$ cat src/rtl/stretch_pkg.sv
package stretch_pkg;
   // Smallest base length the block accepts; lower requests are raised to it.
   localparam int unsigned MIN_BASE_LEN = 2;
endpackage

$ cat src/rtl/stretch_bitrev.sv
module stretch_bitrev #(
   parameter int unsigned W = 4
) (
   input  logic [W-1:0] idx,
   output logic [W-1:0] rev
);
   for (genvar i = 0; i < W; i++) begin : g_swap
      assign rev[i] = idx[W-1-i];
   end
endmodule

$ cat src/rtl/stretch_len_sel.sv
module stretch_len_sel
   import stretch_pkg::*;
#(
   parameter int unsigned IDX_W = 4,
   parameter int unsigned LEN_W = 8
) (
   input  logic [IDX_W-1:0] rev_idx,
   input  logic [IDX_W:0]   k_val,
   input  logic [LEN_W-1:0] n_val,
   output logic [LEN_W-1:0] last_cnt
);
   localparam logic [LEN_W-1:0] FLOOR = LEN_W'(MIN_BASE_LEN);

   logic             stretch;
   logic [LEN_W-1:0] n_clamped;

   always_comb begin
      stretch   = ({1'b0, rev_idx} < k_val);
      n_clamped = (n_val < FLOOR) ? FLOOR : n_val;
      last_cnt  = stretch ? (n_clamped - LEN_W'(1)) : (n_clamped - LEN_W'(2));
   end
endmodule

$ cat src/rtl/stretch_period_ctr.sv
module stretch_period_ctr #(
   parameter int unsigned LEN_W = 8
) (
   input  logic             clk,
   input  logic             rst_n,
   input  logic [LEN_W-1:0] term_new,
   output logic             first,
   output logic             done
);
   logic [LEN_W-1:0] cnt_q;
   logic [LEN_W-1:0] term_q;
   logic [LEN_W-1:0] term_use;

   always_comb begin
      first    = (cnt_q == '0);
      term_use = first ? term_new : term_q;
      done     = (cnt_q == term_use);
   end

   always_ff @(posedge clk or negedge rst_n) begin
      if (!rst_n) begin
         cnt_q  <= '0;
         term_q <= '0;
      end else begin
         if (first) term_q <= term_new;
         if (done) cnt_q <= '0;
         else      cnt_q <= cnt_q + LEN_W'(1);
      end
   end
endmodule

$ cat src/rtl/stretch_distributor.sv
module stretch_distributor #(
   parameter int unsigned IDX_W = 4,
   parameter int unsigned LEN_W = 8
) (
   input  logic             clk,
   input  logic             rst_n,
   input  logic [LEN_W-1:0] base_len,
   input  logic [IDX_W:0]   stretch_cnt,
   output logic             tick,
   output logic             frame_mark
);
   if (IDX_W < 1) begin : g_bad_idx
      $error("stretch_distributor: IDX_W must be at least 1");
   end
   if (LEN_W < 2) begin : g_bad_len
      $error("stretch_distributor: LEN_W must be at least 2");
   end

   logic [IDX_W-1:0] idx_q;
   logic [IDX_W-1:0] idx_rev;
   logic [LEN_W-1:0] n_q;
   logic [IDX_W:0]   k_q;
   logic [LEN_W-1:0] n_use;
   logic [IDX_W:0]   k_use;
   logic [LEN_W-1:0] term_new;
   logic             per_first;
   logic             per_done;
   logic             frame_first;

   assign frame_first = per_first && (idx_q == '0);
   assign n_use       = frame_first ? base_len    : n_q;
   assign k_use       = frame_first ? stretch_cnt : k_q;

   stretch_bitrev #(.W(IDX_W)) u_rev (
      .idx (idx_q),
      .rev (idx_rev)
   );

   stretch_len_sel #(.IDX_W(IDX_W), .LEN_W(LEN_W)) u_sel (
      .rev_idx  (idx_rev),
      .k_val    (k_use),
      .n_val    (n_use),
      .last_cnt (term_new)
   );

   stretch_period_ctr #(.LEN_W(LEN_W)) u_ctr (
      .clk      (clk),
      .rst_n    (rst_n),
      .term_new (term_new),
      .first    (per_first),
      .done     (per_done)
   );

   always_ff @(posedge clk or negedge rst_n) begin
      if (!rst_n) begin
         idx_q <= '0;
         n_q   <= '0;
         k_q   <= '0;
      end else begin
         if (frame_first) begin
            n_q <= base_len;
            k_q <= stretch_cnt;
         end
         if (per_done) idx_q <= idx_q + IDX_W'(1);
      end
   end

   assign tick       = per_done;
   assign frame_mark = per_done && (&idx_q);
endmodule

$ cat config.mk
export PLATFORM = sky130hd
export DESIGN_NAME = stretch_distributor
export DESIGN_NICKNAME = d
export VERILOG_FILES = /design/src/rtl/stretch_pkg.sv /design/src/rtl/stretch_bitrev.sv /design/src/rtl/stretch_len_sel.sv /design/src/rtl/stretch_period_ctr.sv /design/src/rtl/stretch_distributor.sv
export SDC_FILE = /design/constraint.sdc
export NUM_CORES = 1
export LEC_CHECK = 0
export BUFFER_PORTS_ARGS = -buffer_cell sky130_fd_sc_hd__buf_2
export CAP_MARGIN = 20
export CORE_ASPECT_RATIO = 0.7
export CORE_UTILIZATION = 38
export CTS_BUF_LIST = sky130_fd_sc_hd__clkbuf_16
export DETAILED_ROUTE_END_ITERATION = 7
export GPL_TIMING_DRIVEN = 0
export SYNTH_ARGS = -nofsm -noshare
export SYNTH_HDL_FRONTEND = slang
export SYNTH_HIERARCHICAL = 1
export SYNTH_SLANG_ARGS = --single-unit
$ cat constraint.sdc
create_clock -name clk -period 13.8 [get_ports clk]
set_input_delay 0 -clock clk [delete_from_list [all_inputs] [get_ports clk]]
set_output_delay 0 -clock clk [all_outputs]
set_load 0.01 [all_outputs]
# Word-level counts from Yosys, hierarchy flattened
# Index checks and enable logic that the tools add are counted.
[totals]
elab_cells = 23
regBits = 33
inputBits = 15
[classes]
addsub = 4
reduce_logical = 5
n_eq_ne = 1
mux = 6
magnitude_cmp = 2
[ops]
columns = ["op", "n"]
rows = [
  ["8-bit two-way mux", 5],
  ["8-bit by 1-bit adder with 8-bit output (second input constant)", 1],
  ["8-bit equality test", 1],
  ["8-bit zero test", 1],
  ["8-bit by 2-bit less-than comparator with 1-bit output (second input constant)", 1],
  ["8-bit by 1-bit subtractor with 8-bit output (second input constant)", 1],
  ["8-bit by 2-bit subtractor with 8-bit output (second input constant)", 1],
  ["4-bit by 5-bit less-than comparator with 1-bit output", 1],
  ["5-bit two-way mux", 1],
  ["4-bit by 1-bit adder with 4-bit output (second input constant)", 1],
  ["4-bit zero test", 1],
  ["4-bit AND reduction", 1],
  ["1-bit logical AND", 2],
]

# Longest topological paths before layout
[depth]
ltp_word = 10
depth_mapped = 21

# Cells and area by module
# Netlist, hierarchy kept.
[by_module_without_submodules]
columns = ["module", "cells_each", "seq_area_each_um2", "instances", "area_each_um2"]
rows = [
  ["stretch_period_ctr", 82, 400.4, 1, 850.8],
  ["stretch_distributor", 45, 425.4, 1, 730.7],
  ["stretch_len_sel", 46, 0.0, 1, 344.1],
  ["stretch_bitrev", 4, 0.0, 1, 30.0],
]

# Worst setup path before layout
# OpenSTA, ideal clock, no wires.
[synth_timing]
path_type = "register to register"
from = "register u_ctr.cnt_q[4]"
to = "register idx_q[3]"
path_stages_with_launch = 21
period_less_slack_ns = 4.793
slack_ns = 9.007
setup_ns = 0.123
t_arrival_ns = 4.669
t_required_ns = 13.677
path_cell_list = "dfrtp_1 nor4_1 nand4_1 clkbuf_1 inv_1 and4bb_4 buf_12 mux2_4 inv_1 ha_1 o21ai_0 nor2_1 o31ai_4 a31oi_1 xor2_1 nor2b_1 a2111o_1 or4b_4 a21oi_4 nand4_1 xnor2_1"
[synth_between]
word_cells_on_any_way = 12
cone_classes = "2 x add/sub; 2 x order compare; 1 x eq/ne; 5 x mux; 2 x reduce/logical"
[synth_rtl]
columns = ["item", "line", "source"]
rows = [
  ["start, declared", "stretch_period_ctr.sv:10", "logic [LEN_W-1:0] cnt_q;"],
  ["start signal, assigned", "stretch_period_ctr.sv:27", "else cnt_q <= cnt_q + LEN_W'(1);"],
  ["8-bit zero test", "stretch_period_ctr.sv:15", "first = (cnt_q == '0);"],
  ["via per_first", "stretch_distributor.sv:26", "logic per_first;"],
  ["1-bit logical AND", "stretch_distributor.sv:30", "assign frame_first = per_first && (idx_q == '0);"],
  ["5-bit two-way mux", "n/a", ""],
  ["via k_use[1]", "stretch_distributor.sv:24", "logic [IDX_W:0] k_use;"],
  ["4-bit by 5-bit less-than comparator with 1-bit output", "stretch_len_sel.sv:18", "stretch = ({1'b0, rev_idx} < k_val);"],
  ["8-bit two-way mux", "stretch_len_sel.sv:20", "last_cnt = stretch ? (n_clamped - LEN_W'(1)) : (n_clamped - LEN_W'(2));"],
  ["via term_new[3]", "stretch_distributor.sv:25", "logic [LEN_W-1:0] term_new;"],
  ["8-bit two-way mux", "stretch_period_ctr.sv:16", "term_use = first ? term_new : term_q;"],
  ["8-bit equality test", "stretch_period_ctr.sv:17", "done = (cnt_q == term_use);"],
  ["via tick", "stretch_distributor.sv:9", "output logic tick,"],
  ["end signal, assigned", "stretch_distributor.sv:64", "if (per_done) idx_q <= idx_q + IDX_W'(1);"],
  ["end, declared", "stretch_distributor.sv:19", "logic [IDX_W-1:0] idx_q;"],
]
# The timed path passes the listed nets, and every way through them passes these cells.
# A chain may end at the register's enable or synchronous reset.

# Worst setup path after layout
[layout_timing]
from = "register u_ctr.cnt_q[4]"
to = "output port frame_mark"
[layout_between]
word_cells_on_any_way = 13
cone_classes = "2 x add/sub; 2 x order compare; 1 x eq/ne; 5 x mux; 3 x reduce/logical"
[layout_rtl]
columns = ["item", "line", "source"]
rows = [
  ["8-bit zero test", "stretch_period_ctr.sv:15", ""],
  ["via per_first", "stretch_distributor.sv:26", ""],
  ["1-bit logical AND", "stretch_distributor.sv:30", ""],
  ["5-bit two-way mux", "n/a", ""],
  ["via k_use[1]", "stretch_distributor.sv:24", ""],
  ["4-bit by 5-bit less-than comparator with 1-bit output", "stretch_len_sel.sv:18", ""],
  ["8-bit two-way mux", "stretch_len_sel.sv:20", ""],
  ["via term_new[3]", "stretch_distributor.sv:25", ""],
  ["8-bit two-way mux", "stretch_period_ctr.sv:16", ""],
  ["8-bit equality test", "stretch_period_ctr.sv:17", ""],
  ["1-bit logical AND", "stretch_distributor.sv:69", "assign frame_mark = per_done && (&idx_q);"],
  ["end, declared", "stretch_distributor.sv:10", "output logic frame_mark"],
]
# The timed path passes the listed nets, and every way through them passes these cells.

==> metrics.log <==
[metrics] initial antenna violation count: 0
[metrics] dominant cell type by area after synthesis: dfrtp_1
[metrics] fraction of power consumed by the clock network: 0.196
[metrics] cell family contributing the most delay on the critical path: simple AND/OR/NAND/NOR gates
[metrics] power density cells: 219.0 nW/um^2
[metrics] Post-Synthesis Net Count: 202
[metrics] MaxCap Viol Count: 0
[metrics] WL/cell: 12.69 um
[metrics] dpl hpwl: about 2.6 mm
[metrics] synthesized area per cell: 11.05 um^2
[metrics] number of CTS-inserted buffers: 5
[metrics] count of final max-slew check failures: 0
[metrics] CTS tree: done
[metrics] clk sinks: 33
[metrics] Slew HR: 0.5126
[metrics] post-synthesis register bit count: 33
[metrics] Critical Path Source Type: flop
[metrics] GRT Util Overall: 0.1591
[metrics] worst setup path class: flop to primary output
[metrics] Routed Wire Length: 3.514 mm
[metrics] buffers added on ports: 16
[metrics] worst setup skew after layout: 2.272 ps
[metrics] mapped cell area: approximately 2000 um^2
[metrics] worst-path fanout max: 14
[metrics] kind of path behind the tightest hold check: input pin to flop
[metrics] Clk Tree Root Cell: clkbuf_16
[metrics] count of standard-cell rows: 21
[metrics] Peak VDD IR: 87.61 uV
[metrics] RSZ-0062 raised after global routing: no
[metrics] fraction of synthesized cell area taken by the top area cell type: 0.4223
[metrics] number of library cell types mapped by synthesis: 39
[metrics] P_int: approximately 0.32 mW
[metrics] detailed-route DRC error count: 0
[metrics] area overhead of the layout relative to synthesis: 19.39%
[metrics] count of buffering cells on the critical path with inverters included: 5
[metrics] clock-pin transition on the worst setup and hold timing paths: 50 ps
[metrics] count of final hold-check violations: 0
[metrics] clock network latency to the later pin of the worst-skew pair: 270 ps
[metrics] Setup Fix Bufs, Post-CTS: 0
[metrics] transition time of the tightest slew-check pin: 731.1 ps
[metrics] static leakage: 1.090 nW
[metrics] portion of the clock cycle consumed by the worst path in the final layout: 0.4107
[metrics] number of setup violations in the final report: 0
[metrics] Fillers: 475
[metrics] result of the run: complete, no violations
[metrics] sort of element at the end of the critical path: primary output
[metrics] global route total overflow: 0
[metrics] count of antenna-violating nets left after detailed routing: 0
[metrics] die extent in y: 62.02 um
[metrics] Sequential Area: between 800 and 900 um^2
[metrics] area of the core region: 4861 um^2
[metrics] async set-reset flop share out of synthesis: 1.000
[metrics] Placer Congestion: 0.9036
[metrics] sw frac: 0.3707
[metrics] ranking of synthesized cells by instance count: dfrtp_1 (33), inv_1 (19), nor2_1 (14), xor2_1 (11)
[metrics] fraction of layout instances using a drive strength above 1: 0.2452
[metrics] reported net switching power: between 0.15 and 0.2 mW
[metrics] portion of total power attributed to combinational logic: 0.465
[metrics] portion of total power attributed to sequential cells: 0.339
[metrics] count of placed standard cells in the final layout, fillers left out: between 200 and 300
[metrics] first-pass detailed-route iteration total: 4
[metrics] final hold slack: 11.23 ps
[metrics] CP cell instances: nor4_1 -> nand4_1 -> clkbuf_1 -> inv_1 -> and4bb_4 -> buf_12 -> mux2_4 -> inv_1 -> ha_1 -> o21ai_0 -> nor2_1 -> o31ai_4 -> a31oi_1 -> xor2_1 -> nor2b_1 -> a2111o_1 -> or4b_4 -> a21oi_4 -> nand2_1 -> nor2_1 -> buf_2
[metrics] number of vias after detailed routing: 1328
[metrics] ranking of synthesized cells by area: dfrtp_1 (42%), mux2_4 (7.7%), ha_1 (6.4%)
[metrics] die width: 87.75 um
[metrics] slowest stage cell, crit path: or4b_4
[metrics] area occupied by multi-input gates: 1005 um^2
[metrics] sequential-to-total area share from yosys stat: 0.4223
[metrics] final core utilization: 0.4803
[metrics] Post-synth EDFFs: 0
[metrics] H-tree lvl count: 2
[metrics] maximum number of pins on one net before global-route repair: 34
[metrics] Clock Path Buffers: 2
[metrics] maximum operating frequency: about 180 MHz
[metrics] wire length of the first global-routing pass: 6.348 mm
[metrics] Antenna Diode Count: 0
[metrics] arrival time of data at the critical path endpoint: ~5700 ps
[metrics] placed cell count: 262
[metrics] vias per cell: 4.794
[metrics] count of pins on the block boundary: 17
[metrics] endpoint required time on the critical path: 13800 ps
[metrics] final net count: 233
[metrics] shortest period the worst path allows: 5668 ps
[metrics] most used flip-flop cell after synthesis: dfrtp_1
[metrics] setup tns final: 0 ps
[metrics] largest incremental delay on the critical path: 530 ps
[metrics] count leader, synth: dfrtp_1
[metrics] total of warnings raised by yosys: 6
[metrics] Iter 0 DRT Violations: 78
[metrics] synthesized instance count: 177
[metrics] DIE AREA: 5442 um^2
[metrics] initial standard-cell utilization of the core: 0.4023
[metrics] Design Power: 0.5114 mW
[metrics] vias in the first global route: 1333
==> layer usage <==
layer	share of wire	routed length [um]	GRT usage	vias up
met2	0.41	1437	0.2281	31
li1	-	-	-	667
met1	0.53	1876	0.2281	623
met3	0.040	141	0.03963	7
met5	0	0	0	-
met4	0.017	59	0.07026	0
==> power by group through the flow <==
| stage | logic, mW | clock network (mW) | registers [mW] |
|---|---|---|---|
| after global routing | 0.271 | 0.109 | 0.179 |
| after global placement | 0.234 | 0 | 0.173 |
| after floorplan | 0.194 | 0 | 0.164 |
| after CTS | 0.240 | 0.104 | 0.174 |
| after detailed placement | 0.237 | 0 | 0.174 |
| final | 0.238 | 0.100 | 0.173 |
==> cells in the final DEF (no fill, tap or decap), types with 7 or more instances in the layout <==
cell           count
dlygate4sd3_1      8
nand2_1            7
buf_2             16
ha_1              10
nor2_1            14
xor2_1            11
mux2_4            10
mux2_2             9
inv_1             20
dfrtp_1           33
xnor2_1            9
==> flip-flops by register name, indices dropped and copies added, names as in the netlist <==
name          cells
u_ctr/cnt_q       8
k_q               5
u_ctr/term_q      8
idx_q             4
n_q               8
==> kinds of logic (layout without fill, tap and decap cells) <==
family,Yosys count,count (layout),share of synthesized area
compound gates,21,21,0.08318
flops,33,33,0.4223
buf+inv,25,56,0.06398
simple gates,47,47,0.1382
xor+xnor,20,20,0.08957
mux,21,21,0.1388
fa+ha+maj,10,10,0.06398
==> worst paths after layout <==
path	to	slack (ps)	start	cells after the start
hold / removal	n_q[6]	10	base_len[6]	2
setup reg to reg	idx_q[3]	8370	u_ctr/cnt_q[4]	20
hold reg to reg	n_q[1]	500	n_q[1]	1
max in group asynchronous	u_ctr/cnt_q[5]	13000	rst_n	2
min in group asynchronous	u_ctr/cnt_q[4]	330	rst_n	2
setup / recovery	frame_mark	8130	u_ctr/cnt_q[4]	21
==> repair_timing <==
item | 4_1_cts | 5_1_grt
endpoints found under the hold margin | 40 | 0
gates resized for setup | 0 | 0
hold buffers | 8 | 0
==> layout make-up <==
class / count / share of cell area
inverter: 19 / 0.03055
buffer: 6 / 0.02304
tap: 69 / 0.03698
clock buffer: 5 / 0.05359
clock inverter: 2 / 0.003215
multi-input combinational: 119 / 0.4303
sequential: 33 / 0.3537
timing repair buffer: 24 / 0.06860
==> worst register-to-register path, stage by stage (launching register included) <==
cell and delay [ps]:
dfrtp_1 460, nor4_1 390, nand4_1 250, clkbuf_1 290
inv_1 110, and4bb_4 290, buf_12 160, mux2_4 310
inv_1 60, ha_1 210, o21ai_0 150, nor2_1 90
o31ai_4 460, a31oi_1 170, xor2_1 180, nor2b_1 140
a2111o_1 380, or4b_4 530, a21oi_4 390, nand4_1 170
xnor2_1 140
==> stage by stage <==
stage	worst slack [ps]	area (um^2)
2_1_floorplan	9007	1956
3_3_place_gp	8416	2122
3_5_place_dp	8368	2122
4_1_cts	8118	2335
5_1_grt	7746	2335
6_report	8132	2335
(Power assumes the default switching activity.)
